--- src/rtl/uart_dbuf_pkg.sv ---
package uart_dbuf_pkg;
  typedef enum logic [1:0] {
    LEN_5 = 2'd0,
    LEN_6 = 2'd1,
    LEN_7 = 2'd2,
    LEN_8 = 2'd3
  } char_len_e;

  function automatic logic [7:0] char_mask(input logic [1:0] len);
    logic [7:0] m;
    case (char_len_e'(len))
      LEN_5:   m = 8'h1f;
      LEN_6:   m = 8'h3f;
      LEN_7:   m = 8'h7f;
      default: m = 8'hff;
    endcase
    return m;
  endfunction
endpackage

--- src/rtl/uart_dbuf_fifo.sv ---
module uart_dbuf_fifo #(
  parameter int DATA_W = 8,
  parameter int DEPTH  = 16
) (
  input  logic              clk_i,
  input  logic              rst_ni,
  input  logic              flush_i,
  input  logic              cap_one_i,
  input  logic              push_i,
  input  logic [DATA_W-1:0] data_i,
  input  logic              pop_i,
  output logic [DATA_W-1:0] data_o,
  output logic              empty_o,
  output logic              full_o
);
  localparam int PTR_W = (DEPTH > 1) ? $clog2(DEPTH) : 1;
  localparam int CNT_W = $clog2(DEPTH + 1);
  localparam logic [PTR_W-1:0] LAST = PTR_W'(DEPTH - 1);

  logic [DATA_W-1:0] mem_q [DEPTH];
  logic [PTR_W-1:0]  wr_ptr_q, rd_ptr_q;
  logic [CNT_W-1:0]  cnt_q, cap;
  logic              do_push, do_pop;

  assign cap     = cap_one_i ? CNT_W'(1) : CNT_W'(DEPTH);
  assign empty_o = (cnt_q == '0);
  assign full_o  = (cnt_q >= cap);
  assign do_pop  = pop_i & ~empty_o;
  assign do_push = push_i & (~full_o | do_pop);
  assign data_o  = empty_o ? '0 : mem_q[rd_ptr_q];

  always_ff @(posedge clk_i or negedge rst_ni) begin
    if (!rst_ni) begin
      wr_ptr_q <= '0;
      rd_ptr_q <= '0;
      cnt_q    <= '0;
    end else if (flush_i) begin
      wr_ptr_q <= '0;
      rd_ptr_q <= '0;
      cnt_q    <= '0;
    end else begin
      if (do_push) wr_ptr_q <= (wr_ptr_q == LAST) ? '0 : wr_ptr_q + 1'b1;
      if (do_pop)  rd_ptr_q <= (rd_ptr_q == LAST) ? '0 : rd_ptr_q + 1'b1;
      case ({do_push, do_pop})
        2'b10:   cnt_q <= cnt_q + 1'b1;
        2'b01:   cnt_q <= cnt_q - 1'b1;
        default: cnt_q <= cnt_q;
      endcase
    end
  end

  always_ff @(posedge clk_i) begin
    if (do_push && !flush_i) mem_q[wr_ptr_q] <= data_i;
  end

  // push into a full store without a pop must not change occupancy
  assert_no_overflow_R5: assert property (@(posedge clk_i) disable iff (!rst_ni)
    (full_o && push_i && !pop_i && !flush_i) |=> (cnt_q == $past(cnt_q)));
  assert_cap_limit_R5: assert property (@(posedge clk_i) disable iff (!rst_ni)
    cnt_q <= CNT_W'(DEPTH));
endmodule

--- src/rtl/uart_dbuf_rx.sv ---
module uart_dbuf_rx
  import uart_dbuf_pkg::*;
#(
  parameter int DEPTH = 16
) (
  input  logic       clk_i,
  input  logic       rst_ni,
  input  logic       fifo_en_i,
  input  logic       flush_i,
  input  logic [1:0] char_len_i,
  input  logic       pop_i,
  input  logic       lsr_rd_i,
  input  logic       rx_valid_i,
  input  logic [7:0] rx_char_i,
  input  logic       rx_perr_i,
  input  logic       rx_ferr_i,
  input  logic       rx_brk_i,
  output logic [7:0] data_o,
  output logic       dr_o,
  output logic       overrun_o,
  output logic       perr_o,
  output logic       ferr_o,
  output logic       brk_o
);
  logic       empty, full, drop;
  logic [3:0] err_q, err_set;

  uart_dbuf_fifo #(.DATA_W(8), .DEPTH(DEPTH)) u_fifo (
    .clk_i     (clk_i),
    .rst_ni    (rst_ni),
    .flush_i   (flush_i),
    .cap_one_i (~fifo_en_i),
    .push_i    (rx_valid_i),
    .data_i    (rx_char_i & char_mask(char_len_i)),
    .pop_i     (pop_i),
    .data_o    (data_o),
    .empty_o   (empty),
    .full_o    (full)
  );

  assign dr_o    = ~empty;
  assign drop    = rx_valid_i & full & ~pop_i;
  assign err_set = {drop, rx_valid_i & rx_perr_i, rx_valid_i & rx_ferr_i, rx_valid_i & rx_brk_i};

  always_ff @(posedge clk_i or negedge rst_ni) begin
    if (!rst_ni) err_q <= '0;
    else         err_q <= (lsr_rd_i ? 4'b0 : err_q) | err_set;
  end

  assign {overrun_o, perr_o, ferr_o, brk_o} = err_q;

  assert_err_kept_R3: assert property (@(posedge clk_i) disable iff (!rst_ni)
    (!lsr_rd_i && !rx_valid_i) |=> $stable({overrun_o, perr_o, ferr_o, brk_o}));
  assert_dr_clear_R2: assert property (@(posedge clk_i) disable iff (!rst_ni)
    (!fifo_en_i && pop_i && dr_o && !rx_valid_i) |=> !dr_o);
  assert_flush_rx_R10: assert property (@(posedge clk_i) disable iff (!rst_ni)
    flush_i |=> !dr_o);
endmodule

--- src/rtl/uart_dbuf_tx.sv ---
module uart_dbuf_tx #(
  parameter int DEPTH = 16
) (
  input  logic       clk_i,
  input  logic       rst_ni,
  input  logic       fifo_en_i,
  input  logic       flush_i,
  input  logic       push_i,
  input  logic [7:0] wdata_i,
  input  logic       tsr_empty_i,
  output logic       tsr_load_o,
  output logic [7:0] tsr_data_o,
  output logic       tdrq_o
);
  logic empty, full;

  uart_dbuf_fifo #(.DATA_W(8), .DEPTH(DEPTH)) u_fifo (
    .clk_i     (clk_i),
    .rst_ni    (rst_ni),
    .flush_i   (flush_i),
    .cap_one_i (~fifo_en_i),
    .push_i    (push_i),
    .data_i    (wdata_i),
    .pop_i     (tsr_load_o),
    .data_o    (tsr_data_o),
    .empty_o   (empty),
    .full_o    (full)
  );

  assign tsr_load_o = tsr_empty_i & ~empty & ~flush_i;
  assign tdrq_o     = empty;

  assert_tdrq_clr_R6: assert property (@(posedge clk_i) disable iff (!rst_ni)
    (push_i && tdrq_o && !tsr_empty_i && !flush_i) |=> !tdrq_o);
  assert_flush_tx_R10: assert property (@(posedge clk_i) disable iff (!rst_ni)
    flush_i |=> tdrq_o);
endmodule

--- src/rtl/uart_dbuf.sv ---
module uart_dbuf #(
  parameter int BUS_W    = 32,
  parameter int RX_DEPTH = 16,
  parameter int TX_DEPTH = 16
) (
  input  logic             clk_i,
  input  logic             rst_ni,
  input  logic             sel_i,
  input  logic             rd_i,
  input  logic             wr_i,
  input  logic             dlab_i,
  input  logic [BUS_W-1:0] wdata_i,
  output logic [BUS_W-1:0] rdata_o,
  output logic             div_rd_o,
  output logic             div_wr_o,
  input  logic             fifo_en_i,
  input  logic             fifo_cfg_wr_i,
  input  logic [1:0]       char_len_i,
  input  logic             lsr_rd_i,
  input  logic             rx_valid_i,
  input  logic [7:0]       rx_char_i,
  input  logic             rx_perr_i,
  input  logic             rx_ferr_i,
  input  logic             rx_brk_i,
  input  logic             tsr_empty_i,
  output logic             tsr_load_o,
  output logic [7:0]       tsr_data_o,
  output logic             dr_o,
  output logic             tdrq_o,
  output logic             overrun_o,
  output logic             perr_o,
  output logic             ferr_o,
  output logic             brk_o
);
  localparam int PAD_W = BUS_W - 8;

  logic       data_rd, data_wr;
  logic [7:0] rx_byte;

  assign data_rd  = sel_i & rd_i & ~dlab_i;
  assign data_wr  = sel_i & wr_i & ~dlab_i;
  assign div_rd_o = sel_i & rd_i & dlab_i;
  assign div_wr_o = sel_i & wr_i & dlab_i;
  assign rdata_o  = data_rd ? {{PAD_W{1'b0}}, rx_byte} : '0;

  uart_dbuf_rx #(.DEPTH(RX_DEPTH)) u_rx (
    .clk_i      (clk_i),
    .rst_ni     (rst_ni),
    .fifo_en_i  (fifo_en_i),
    .flush_i    (fifo_cfg_wr_i),
    .char_len_i (char_len_i),
    .pop_i      (data_rd),
    .lsr_rd_i   (lsr_rd_i),
    .rx_valid_i (rx_valid_i),
    .rx_char_i  (rx_char_i),
    .rx_perr_i  (rx_perr_i),
    .rx_ferr_i  (rx_ferr_i),
    .rx_brk_i   (rx_brk_i),
    .data_o     (rx_byte),
    .dr_o       (dr_o),
    .overrun_o  (overrun_o),
    .perr_o     (perr_o),
    .ferr_o     (ferr_o),
    .brk_o      (brk_o)
  );

  uart_dbuf_tx #(.DEPTH(TX_DEPTH)) u_tx (
    .clk_i       (clk_i),
    .rst_ni      (rst_ni),
    .fifo_en_i   (fifo_en_i),
    .flush_i     (fifo_cfg_wr_i),
    .push_i      (data_wr),
    .wdata_i     (wdata_i[7:0]),
    .tsr_empty_i (tsr_empty_i),
    .tsr_load_o  (tsr_load_o),
    .tsr_data_o  (tsr_data_o),
    .tdrq_o      (tdrq_o)
  );

  // divisor-side accesses must leave both data stores alone
  assert_dlab_iso_R9: assert property (@(posedge clk_i) disable iff (!rst_ni)
    (sel_i && dlab_i && !rx_valid_i && !tsr_empty_i && !fifo_cfg_wr_i) |=>
      ($stable(dr_o) && $stable(tdrq_o)));
  assert_pad_zero_R1: assert property (@(posedge clk_i) disable iff (!rst_ni)
    rdata_o[BUS_W-1:8] == '0);
endmodule

--- config.mk ---
export PLATFORM = sky130hd
export DESIGN_NAME = uart_dbuf
export DESIGN_NICKNAME = d
export VERILOG_FILES = /design/src/rtl/uart_dbuf_pkg.sv /design/src/rtl/uart_dbuf_fifo.sv /design/src/rtl/uart_dbuf_rx.sv /design/src/rtl/uart_dbuf_tx.sv /design/src/rtl/uart_dbuf.sv
export SDC_FILE = /design/constraint.sdc
export NUM_CORES = 1
export LEC_CHECK = 0
export BUFFER_PORTS_ARGS = -buffer_cell sky130_fd_sc_hd__buf_2
export CAP_MARGIN = 30
export CORE_MARGIN = 1.5
export CORE_UTILIZATION = 51
export DETAILED_ROUTE_END_ITERATION = 10
export GPL_ROUTABILITY_DRIVEN = 0
export PLACE_DENSITY = 0.73
export SLEW_MARGIN = 20
export SYNTH_ARGS = -nofsm -noshare
export SYNTH_HDL_FRONTEND = slang
export SYNTH_HIERARCHICAL = 1
export SYNTH_SLANG_ARGS = --single-unit
export TNS_END_PERCENT = 30
--- constraint.sdc ---
create_clock -name clk_i -period 8.58 [get_ports clk_i]
set_input_delay 1.287 -clock clk_i [delete_from_list [all_inputs] [get_ports clk_i]]
set_output_delay 1.287 -clock clk_i [all_outputs]
set_load 0.1 [all_outputs]
==> results.ini, run 1 <==
[global_routing]
overflow=0
global_route.usage.total=0.201
grt_pass1_vias=6604
grt_first_pass_wirelength_mm=37.4
pin_count_of_the_biggest_net_entering_global_routing=40
initial_antenna_violation_count=0

[pwr]
power.leakage_nw=4.67
pwr_density_cell_nw_per_um2=241
post-layout-total-power_w=0.00331
worst_ir_drop_vdd_v=0.000306

[yosys]
synth_ff_type=sky130_fd_sc_hd__edfxtp_1
mappedNetlistArea_um2=12400
ys_top_cells_by_area=sky130_fd_sc_hd__edfxtp_1, sky130_fd_sc_hd__mux4_2, sky130_fd_sc_hd__dfrtp_1
synthesis.area_per_instance_um2=17.6
synth.lib_cells_used.distinct=63
synth_area_leader_cell=sky130_fd_sc_hd__edfxtp_1
async_flop_share=0.105
number_of_instances_in_the_synthesized_netlist=702
synth-seq-area-share=0.683
synthesis.yosys.warnings=6
postSynthRegisterBits=286
edff_count_synth=256
post-synth-top-area-fraction=0.622

[drt]
routed_wl_mm=24.2
initialDrtViolationCount=622
ant_nets=0
drtPass1Iterations=7
routed-via-count=6500
avgViaCountPerCell=5.88
routed_length_per_placed_instance_um=21.9
count_of_unresolved_drc_violations_after_routing=0

[sta]
slew_violations=0
setup_viol=0
post-route-min-period_ns=4.30
finClkSkew_ns=0.0126
unrepaired_setup_endpoints_after_global_routing=false
fmax_mhz=233
worst_margin_slew_ns=0.815
finalCritPeriodShare=0.501
finalSetupTns_ns=0
max-slew-margin-rel=0.455
finalHoldViolCount=0

[min_path]
timing.hold.worst.class=register to register

[clock_network]
holdBufCountCts=0
h-tree-depth=1
cts.repair_timing.setup_buffer_count=0
cts_root_buffer=sky130_fd_sc_hd__clkbuf_16
cts_tree=yes
ctsResizeCount=0
cts.reportedPaths.clkPinSlew_ns=0.06
cts_sinks=286
clock_path_buffers=3
cts_made_buffers=29
worst_skew_pair.late_latency_ns=0.52

[floorplanning]
initial_utilization=0.523
die_height_um=159
floorplan.core_area_um2=23600
num_ports=105
row_count=56
floorplan.die_area_um2=25200
dieWidth_um=159

[layout]
finish.net_count=843
drive_above_1_share=0.267
final_core_util=0.582
area_growth_from_synthesis_to_final_layout_pct=11.3
final-instance-count-excl-fill=1106
number_of_diodes_added_for_antenna_fixing=0

[setup_path]
regToRegSetupSlack_ns=5.47
critPathCaptureType=output port
timing.critical_path.from_type=register
slowest_stage_delay_cp_ns=0.59
timing.critical_path.buf_inv=2
critical-path-top-delay-family=buffers and inverters
path_class=register to output port
required_ns=7.29
crit_path_cell_trace=buf_4 -> mux4_2 -> mux2i_1 -> o22ai_1 -> and4b_2 -> buf_2
worst_ep_arrival_time_ns=3.01
crit_fanout=37
cpMaxStageDelayCell=sky130_fd_sc_hd__mux4_2

[outcome]
outcome=finished clean

[run]
maxCapViolations=0

[placement]
hpwl_mm=15.8
place.detailed.instances=1053
buffer_ports.inserted=56

==> state kept, by name, indices dropped and copies added (netlist names) <==
| signal | cells |
|---|---|
| u_rx/err_q | 4 |
| u_rx/u_fifo/cnt_q | 5 |
| u_rx/u_fifo/mem_q | 128 |
| u_rx/u_fifo/rd_ptr_q | 4 |
| u_rx/u_fifo/wr_ptr_q | 4 |
| u_tx/u_fifo/cnt_q | 5 |
| u_tx/u_fifo/mem_q | 128 |
| u_tx/u_fifo/rd_ptr_q | 4 |
| u_tx/u_fifo/wr_ptr_q | 4 |
==> kinds of logic after synthesis <==
group                      synth area share
other                              0.000304
xor gates and xnor gates            0.00425
AOI/OAI and AO/OA                    0.0393
DFF                                   0.683
adders and majority gates            0.0235
and+or+nand+nor                      0.0651
muxes                                 0.151
buffers and inverters                0.0337
==> per-layer routing <==
layer	wire (um)	track usage	share of wire
met5	0	0	0
met4	434	0.0485	0.018
met3	1460	0.0256	0.060
met2	12700	0.360	0.53
met1	9540	0.261	0.39
==> path summary, 6_finish.rpt <==
path,from,endpoint,depth (start not counted)
max in group asynchronous,rst_ni,u_tx/u_fifo/rd_ptr_q[0]$_DFFE_PN0P_,1
max,u_rx/u_fifo/rd_ptr_q[0]$_DFFE_PN0P_,rdata_o[0],6
min,u_rx/err_q[1]$_DFF_PN0_,u_rx/err_q[1]$_DFF_PN0_,2
max reg2reg,u_rx/u_fifo/cnt_q[0]$_DFFE_PN0P_,u_rx/u_fifo/mem_q[4][7]$_DFFE_PP_,7
min reg2reg,u_rx/err_q[1]$_DFF_PN0_,u_rx/err_q[1]$_DFF_PN0_,2
min in group asynchronous,rst_ni,u_rx/u_fifo/rd_ptr_q[3]$_DFFE_PN0P_,1
==> synth_stat cells, drive strengths merged, types with 2 or more instances <==
master  count
a21o        3
clkbuf     15
or3         6
and2        2
inv        20
nand2      27
and4b      10
or2         3
fa          2
xor2        4
edfxtp    256
and3b       2
dfrtp      30
nor2       30
a21oi      18
xnor2       2
mux4       64
ha         20
nor3       13
mux2i      34
nor3b       4
nor2b       7
or3b        3
buf        41
a31oi       3
nand3       4
o22ai      18
and3       16
o21a        4
and4bb      2
o21ai      16
mux2        7
nand2b      6
==> layout by cell type (no fill, tap or decap), types with 8 or more instances in the layout <==
| cell type | n |
|---|---|
| sky130_fd_sc_hd__and3_1 | 14 |
| sky130_fd_sc_hd__conb_1 | 24 |
| sky130_fd_sc_hd__a21oi_1 | 17 |
| sky130_fd_sc_hd__nor3_1 | 8 |
| sky130_fd_sc_hd__inv_1 | 19 |
| sky130_fd_sc_hd__dfrtp_1 | 28 |
| sky130_fd_sc_hd__mux4_2 | 64 |
| sky130_fd_sc_hd__nor2_1 | 28 |
| sky130_fd_sc_hd__edfxtp_1 | 256 |
| sky130_fd_sc_hd__o22ai_1 | 16 |
| sky130_fd_sc_hd__buf_2 | 56 |
| sky130_fd_sc_hd__nand2_1 | 27 |
| sky130_fd_sc_hd__o21ai_0 | 11 |
| sky130_fd_sc_hd__mux2i_1 | 34 |
| sky130_fd_sc_hd__clkbuf_16 | 29 |
| sky130_fd_sc_hd__and4b_1 | 8 |
| sky130_fd_sc_hd__ha_1 | 20 |
==> per-stage QoR <==
step / hold WS [ns] / setup slack, ns / instance area, um2
final: 0.530 / 4.28 / 13700
after global routing: 0.573 / 4.15 / 13700
after CTS: 0.533 / 4.22 / 13700
after detailed placement: 0.524 / 4.51 / 12900
after global placement: 0.515 / 4.61 / 12800
after floorplan: 0.500 / 4.33 / 12400
==> worst reg2reg max path, cell delays in order (launching register included) <==
cell and delay (ns):
sky130_fd_sc_hd__dfrtp_1 0.40, sky130_fd_sc_hd__inv_1 0.14, sky130_fd_sc_hd__ha_1 0.25, sky130_fd_sc_hd__or3b_2 0.47
sky130_fd_sc_hd__o22ai_4 0.17, sky130_fd_sc_hd__o21ai_2 0.20, sky130_fd_sc_hd__or3b_1 0.48, sky130_fd_sc_hd__nor2_1 0.65
==> power breakdown <==
part | internal, W | switching (W)
registers | 0.00154 | 0.0000165
clock network | 0.000645 | 0.000491
logic | 0.000137 | 0.000479
total | 0.00232 | 0.000987
==> cell type report <==
| cell class | instances | area (um2) |
|---|---|---|
| Multi-Input combinational cell | 363 | 3590 |
| Clock buffer | 37 | 786 |
| Tap cell | 319 | 399 |
| Inverter | 20 | 75.1 |
| Sequential cell | 286 | 8440 |
| Clock inverter | 16 | 86.3 |
| Timing Repair Buffer | 65 | 363 |
| Fill cell | 1780 | 9870 |
Note: power is estimated with default switching activity, not from simulation.
==> inputs of run 2 (changes only) <==
--- a/config.mk
+++ b/config.mk
@@ -5,6 +5,7 @@
 export SDC_FILE = /design/constraint.sdc
 export NUM_CORES = 1
 export LEC_CHECK = 0
+export ABC_AREA = 1
 export BUFFER_PORTS_ARGS = -buffer_cell sky130_fd_sc_hd__buf_2
 export CAP_MARGIN = 30
 export CORE_MARGIN = 1.5
==> constraint.sdc (replaced) <==
create_clock -name clk_i -period 4.09 [get_ports clk_i]
set_input_delay 0.6135 -clock clk_i [delete_from_list [all_inputs] [get_ports clk_i]]
set_output_delay 0.6135 -clock clk_i [all_outputs]
set_load 0.1 [all_outputs]
==> run 2 against run 1 <==
Die area rose by 4.7%. Setup slack got worse by 3.7 ns. Hold slack got worse by 0.42 ns. Wire length rose by 13%. Largest power group unchanged.
==> results.ini, run 2 <==
[sta]
slew_violations=0  ; unchanged
setup_viol=0  ; unchanged
post-route-min-period_ns=3.50
finClkSkew_ns=0.0235  ; +0.0108 ns
worst_margin_slew_ns=0.944  ; +0.129 ns
finalSetupTns_ns=0  ; unchanged
finalHoldViolCount=0  ; unchanged
fmax_mhz=286
finalCritPeriodShare=0.855
unrepaired_setup_endpoints_after_global_routing=false
max-slew-margin-rel=0.369  ; -0.0862

[clock_network]
worst_skew_pair.late_latency_ns=0.55  ; +0.03 ns
clock_path_buffers=3  ; unchanged
ctsResizeCount=0  ; unchanged
cts_tree=yes
cts_root_buffer=sky130_fd_sc_hd__clkbuf_16
holdBufCountCts=0  ; unchanged
cts.repair_timing.setup_buffer_count=0  ; unchanged
cts_made_buffers=30  ; +3.4%
cts.reportedPaths.clkPinSlew_ns=0.06  ; about the same
h-tree-depth=1  ; unchanged
cts_sinks=286  ; unchanged

[drt]
ant_nets=0  ; unchanged
initialDrtViolationCount=601  ; -3.4%
routed-via-count=8517  ; +31%
count_of_unresolved_drc_violations_after_routing=0  ; unchanged
drtPass1Iterations=5  ; -2
avgViaCountPerCell=5.39  ; -8.3%
routed_wl_mm=27.3  ; +13%
routed_length_per_placed_instance_um=17.3  ; -21%

[yosys]
postSynthRegisterBits=286  ; unchanged
synth_area_leader_cell=sky130_fd_sc_hd__edfxtp_1
ys_top_cells_by_area=sky130_fd_sc_hd__edfxtp_1, sky130_fd_sc_hd__nand2_1, sky130_fd_sc_hd__dfrtp_1
edff_count_synth=256  ; unchanged
synth.lib_cells_used.distinct=46  ; -27%
number_of_instances_in_the_synthesized_netlist=1166  ; +66%
synthesis.yosys.warnings=6  ; unchanged
post-synth-top-area-fraction=0.594  ; -0.0285
mappedNetlistArea_um2=12900  ; +4.8%
ys_top_cells_by_count=sky130_fd_sc_hd__edfxtp_1, sky130_fd_sc_hd__nand2_1, sky130_fd_sc_hd__nor2_1
synth-seq-area-share=0.652  ; -0.0313
async_flop_share=0.105  ; unchanged
synthesis.area_per_instance_um2=11.1  ; -37%
synth.most_common_cell=sky130_fd_sc_hd__edfxtp_1
synth_ff_type=sky130_fd_sc_hd__edfxtp_1

[layout]
area_growth_from_synthesis_to_final_layout_pct=11.3  ; about the same
drive_above_1_share=0.134  ; -0.133
finish.net_count=1309  ; +55%
number_of_diodes_added_for_antenna_fixing=0  ; unchanged
top_regs=u_rx/u_fifo/mem_q: 128 flops, u_tx/u_fifo/mem_q: 128 flops
final-instance-count-excl-fill=1581  ; +43%
layout_commonest_cell=sky130_fd_sc_hd__edfxtp_1
mostFrequentLayoutCells=sky130_fd_sc_hd__edfxtp_1, sky130_fd_sc_hd__nand2_1, sky130_fd_sc_hd__nor2_1, sky130_fd_sc_hd__o21ai_0

[global_routing]
grt_first_pass_wirelength_mm=42.9  ; +15%
pin_count_of_the_biggest_net_entering_global_routing=66  ; +65%
overflow=0  ; unchanged
grt_pass1_vias=8151  ; +23%
global_route.usage.total=0.211  ; +0.0105
initial_antenna_violation_count=1  ; +1

[min_path]
timing.hold.worst.class=input pin to asynchronous set/reset pin

[placement]
hpwl_mm=16.9  ; +6.9%
place.detailed.instances=1526  ; +45%
buffer_ports.inserted=56  ; unchanged

[pwr]
sw_frac_of_total=0.339  ; +0.0406
clock_power_share=0.324  ; -0.020
pwr_density_cell_nw_per_um2=551  ; +130%
power.leakage_nw=5.57  ; +19%
power.net_switching_w=0.00270  ; +170%
worst_ir_drop_vdd_v=0.000627  ; +110%
power.share.sequential=0.419  ; -0.051
internal-power_w=0.00525  ; +130%
power.combinational.fraction=0.257  ; +0.071

[setup_path]
path_class=register to output port
worst_ep_arrival_time_ns=2.88  ; -0.13 ns
critical_path.startpoint=u_rx/u_fifo/rd_ptr_q[1]$_DFFE_PN0P_
critical_register_to_register_path_startpoint=u_tx/u_fifo/cnt_q[0]$_DFFE_PN0P_
critPathCaptureType=output port
timing.critical_path.from_type=register
crit_fanout=18  ; -51%
required_ns=3.48  ; -3.81 ns

[floorplanning]
floorplan.die_area_um2=26300  ; +4.7%
die_height_um=162  ; +2.3%
row_count=58  ; +3.6%
num_ports=105  ; unchanged
dieWidth_um=162  ; +2.3%
floorplan.core_area_um2=25000  ; +6.0%
initial_utilization=0.517  ; -0.00606

[outcome]
outcome=finished clean

[run]
maxCapViolations=0  ; unchanged

[run 2: cell types whose count changed in the layout (fill, tap and decap cells not counted), moves of 20 or more]
cell                      before  now
sky130_fd_sc_hd__a21oi_1      17   56
sky130_fd_sc_hd__o21ai_0      11   84
sky130_fd_sc_hd__mux4_2       64    0
sky130_fd_sc_hd__inv_1        19   56
sky130_fd_sc_hd__nand3_1       4   37
sky130_fd_sc_hd__mux2i_1      34   14
sky130_fd_sc_hd__nand2_1      27  247
sky130_fd_sc_hd__nor2_1       28  161
[run 2: layer usage]
| metal | global-route usage | up-vias | wire [um] |
|---|---|---|---|
| li1 | - | 4125 | - |
| met1 | 0.281 | 4033 | 11300 |
| met2 | 0.354 | 299 | 13400 |
| met3 | 0.0268 | 58 | 1880 |
| met4 | 0.0826 | 2 | 771 |
| met5 | 0 | - | 10 |
[run 2: worst paths after layout]
| kind | depth (start not counted) | to | slack, ns |
|---|---|---|---|
| max | 10 | rdata_o[7] | 0.59 |
| min | 1 | u_rx/err_q[0]$_DFF_PN0_ | 0.11 |
| max reg2reg | 9 | u_tx/u_fifo/mem_q[1][2]$_DFFE_PP_ | 1.49 |
| min reg2reg | 2 | u_rx/err_q[2]$_DFF_PN0_ | 0.46 |
| max in group asynchronous | 1 | u_tx/u_fifo/rd_ptr_q[0]$_DFFE_PN0P_ | 3.47 |
| min in group clk_i | 3 | u_rx/err_q[2]$_DFF_PN0_ | 0.26 |
[run 2: area by class of cell]
type | instances | area (um2)
multi-input cells | 770 | 3900
clock inverters | 17 | 153
inverters | 67 | 267
repair buffers | 76 | 447
fillers | 2031 | 10600
well taps | 330 | 413
flip-flops and latches | 286 | 8440
clock buffers | 35 | 791
[run 2: logic make-up (layout without fill, tap and decap cells)]
| family | Yosys count | count (layout) | synth area share |
|---|---|---|---|
| and+or+nand+nor | 490 | 490 | 0.164 |
| DFF | 286 | 286 | 0.652 |
| AOI/OAI and AO/OA | 215 | 215 | 0.0940 |
| buffers and inverters | 133 | 195 | 0.0535 |
| adders and majority gates | 22 | 22 | 0.0224 |
| muxes | 14 | 14 | 0.0108 |
| xor gates and xnor gates | 5 | 5 | 0.00338 |
| other | 1 | 24 | 0.000290 |
[run 2: worst max-delay path: stages, from the launching register on]
cell,delay [ns]
sky130_fd_sc_hd__dfrtp_1,0.61
sky130_fd_sc_hd__inv_4,0.30
sky130_fd_sc_hd__nand2_4,0.14
sky130_fd_sc_hd__inv_4,0.13
sky130_fd_sc_hd__a21oi_1,0.08
sky130_fd_sc_hd__o21ai_1,0.21
sky130_fd_sc_hd__a21oi_1,0.11
sky130_fd_sc_hd__nor2_1,0.14
sky130_fd_sc_hd__inv_1,0.05
sky130_fd_sc_hd__nor2_1,0.10
sky130_fd_sc_hd__buf_2,0.44
[run 2: power by group through the flow]
stage               clock network (W)  logic [W]  registers [W]
floorplan                           0    0.00162        0.00342
global placement                    0    0.00201        0.00338
detailed placement                  0    0.00204        0.00339
CTS                           0.00263    0.00205        0.00333
global route                  0.00275    0.00220        0.00334
finish                        0.00258    0.00204        0.00333
[run 2: through the flow]
| stage | util | power (W) | instance area (um2) | hold WS, ns | setup WS [ns] |
|---|---|---|---|---|---|
| detailed placement | 0.537 | 0.00543 | 13400 | 0.453 | 1.13 |
| global route | 0.576 | 0.00829 | 14400 | 0.155 | 0.347 |
| CTS | 0.575 | 0.00800 | 14400 | 0.124 | 0.571 |
| floorplan | - | 0.00504 | 13000 | 0.318 | 0.625 |
| finish | 0.576 | 0.00795 | 14400 | 0.110 | 0.595 |
| global placement | 0.537 | 0.00540 | 13400 | 0.453 | 1.20 |
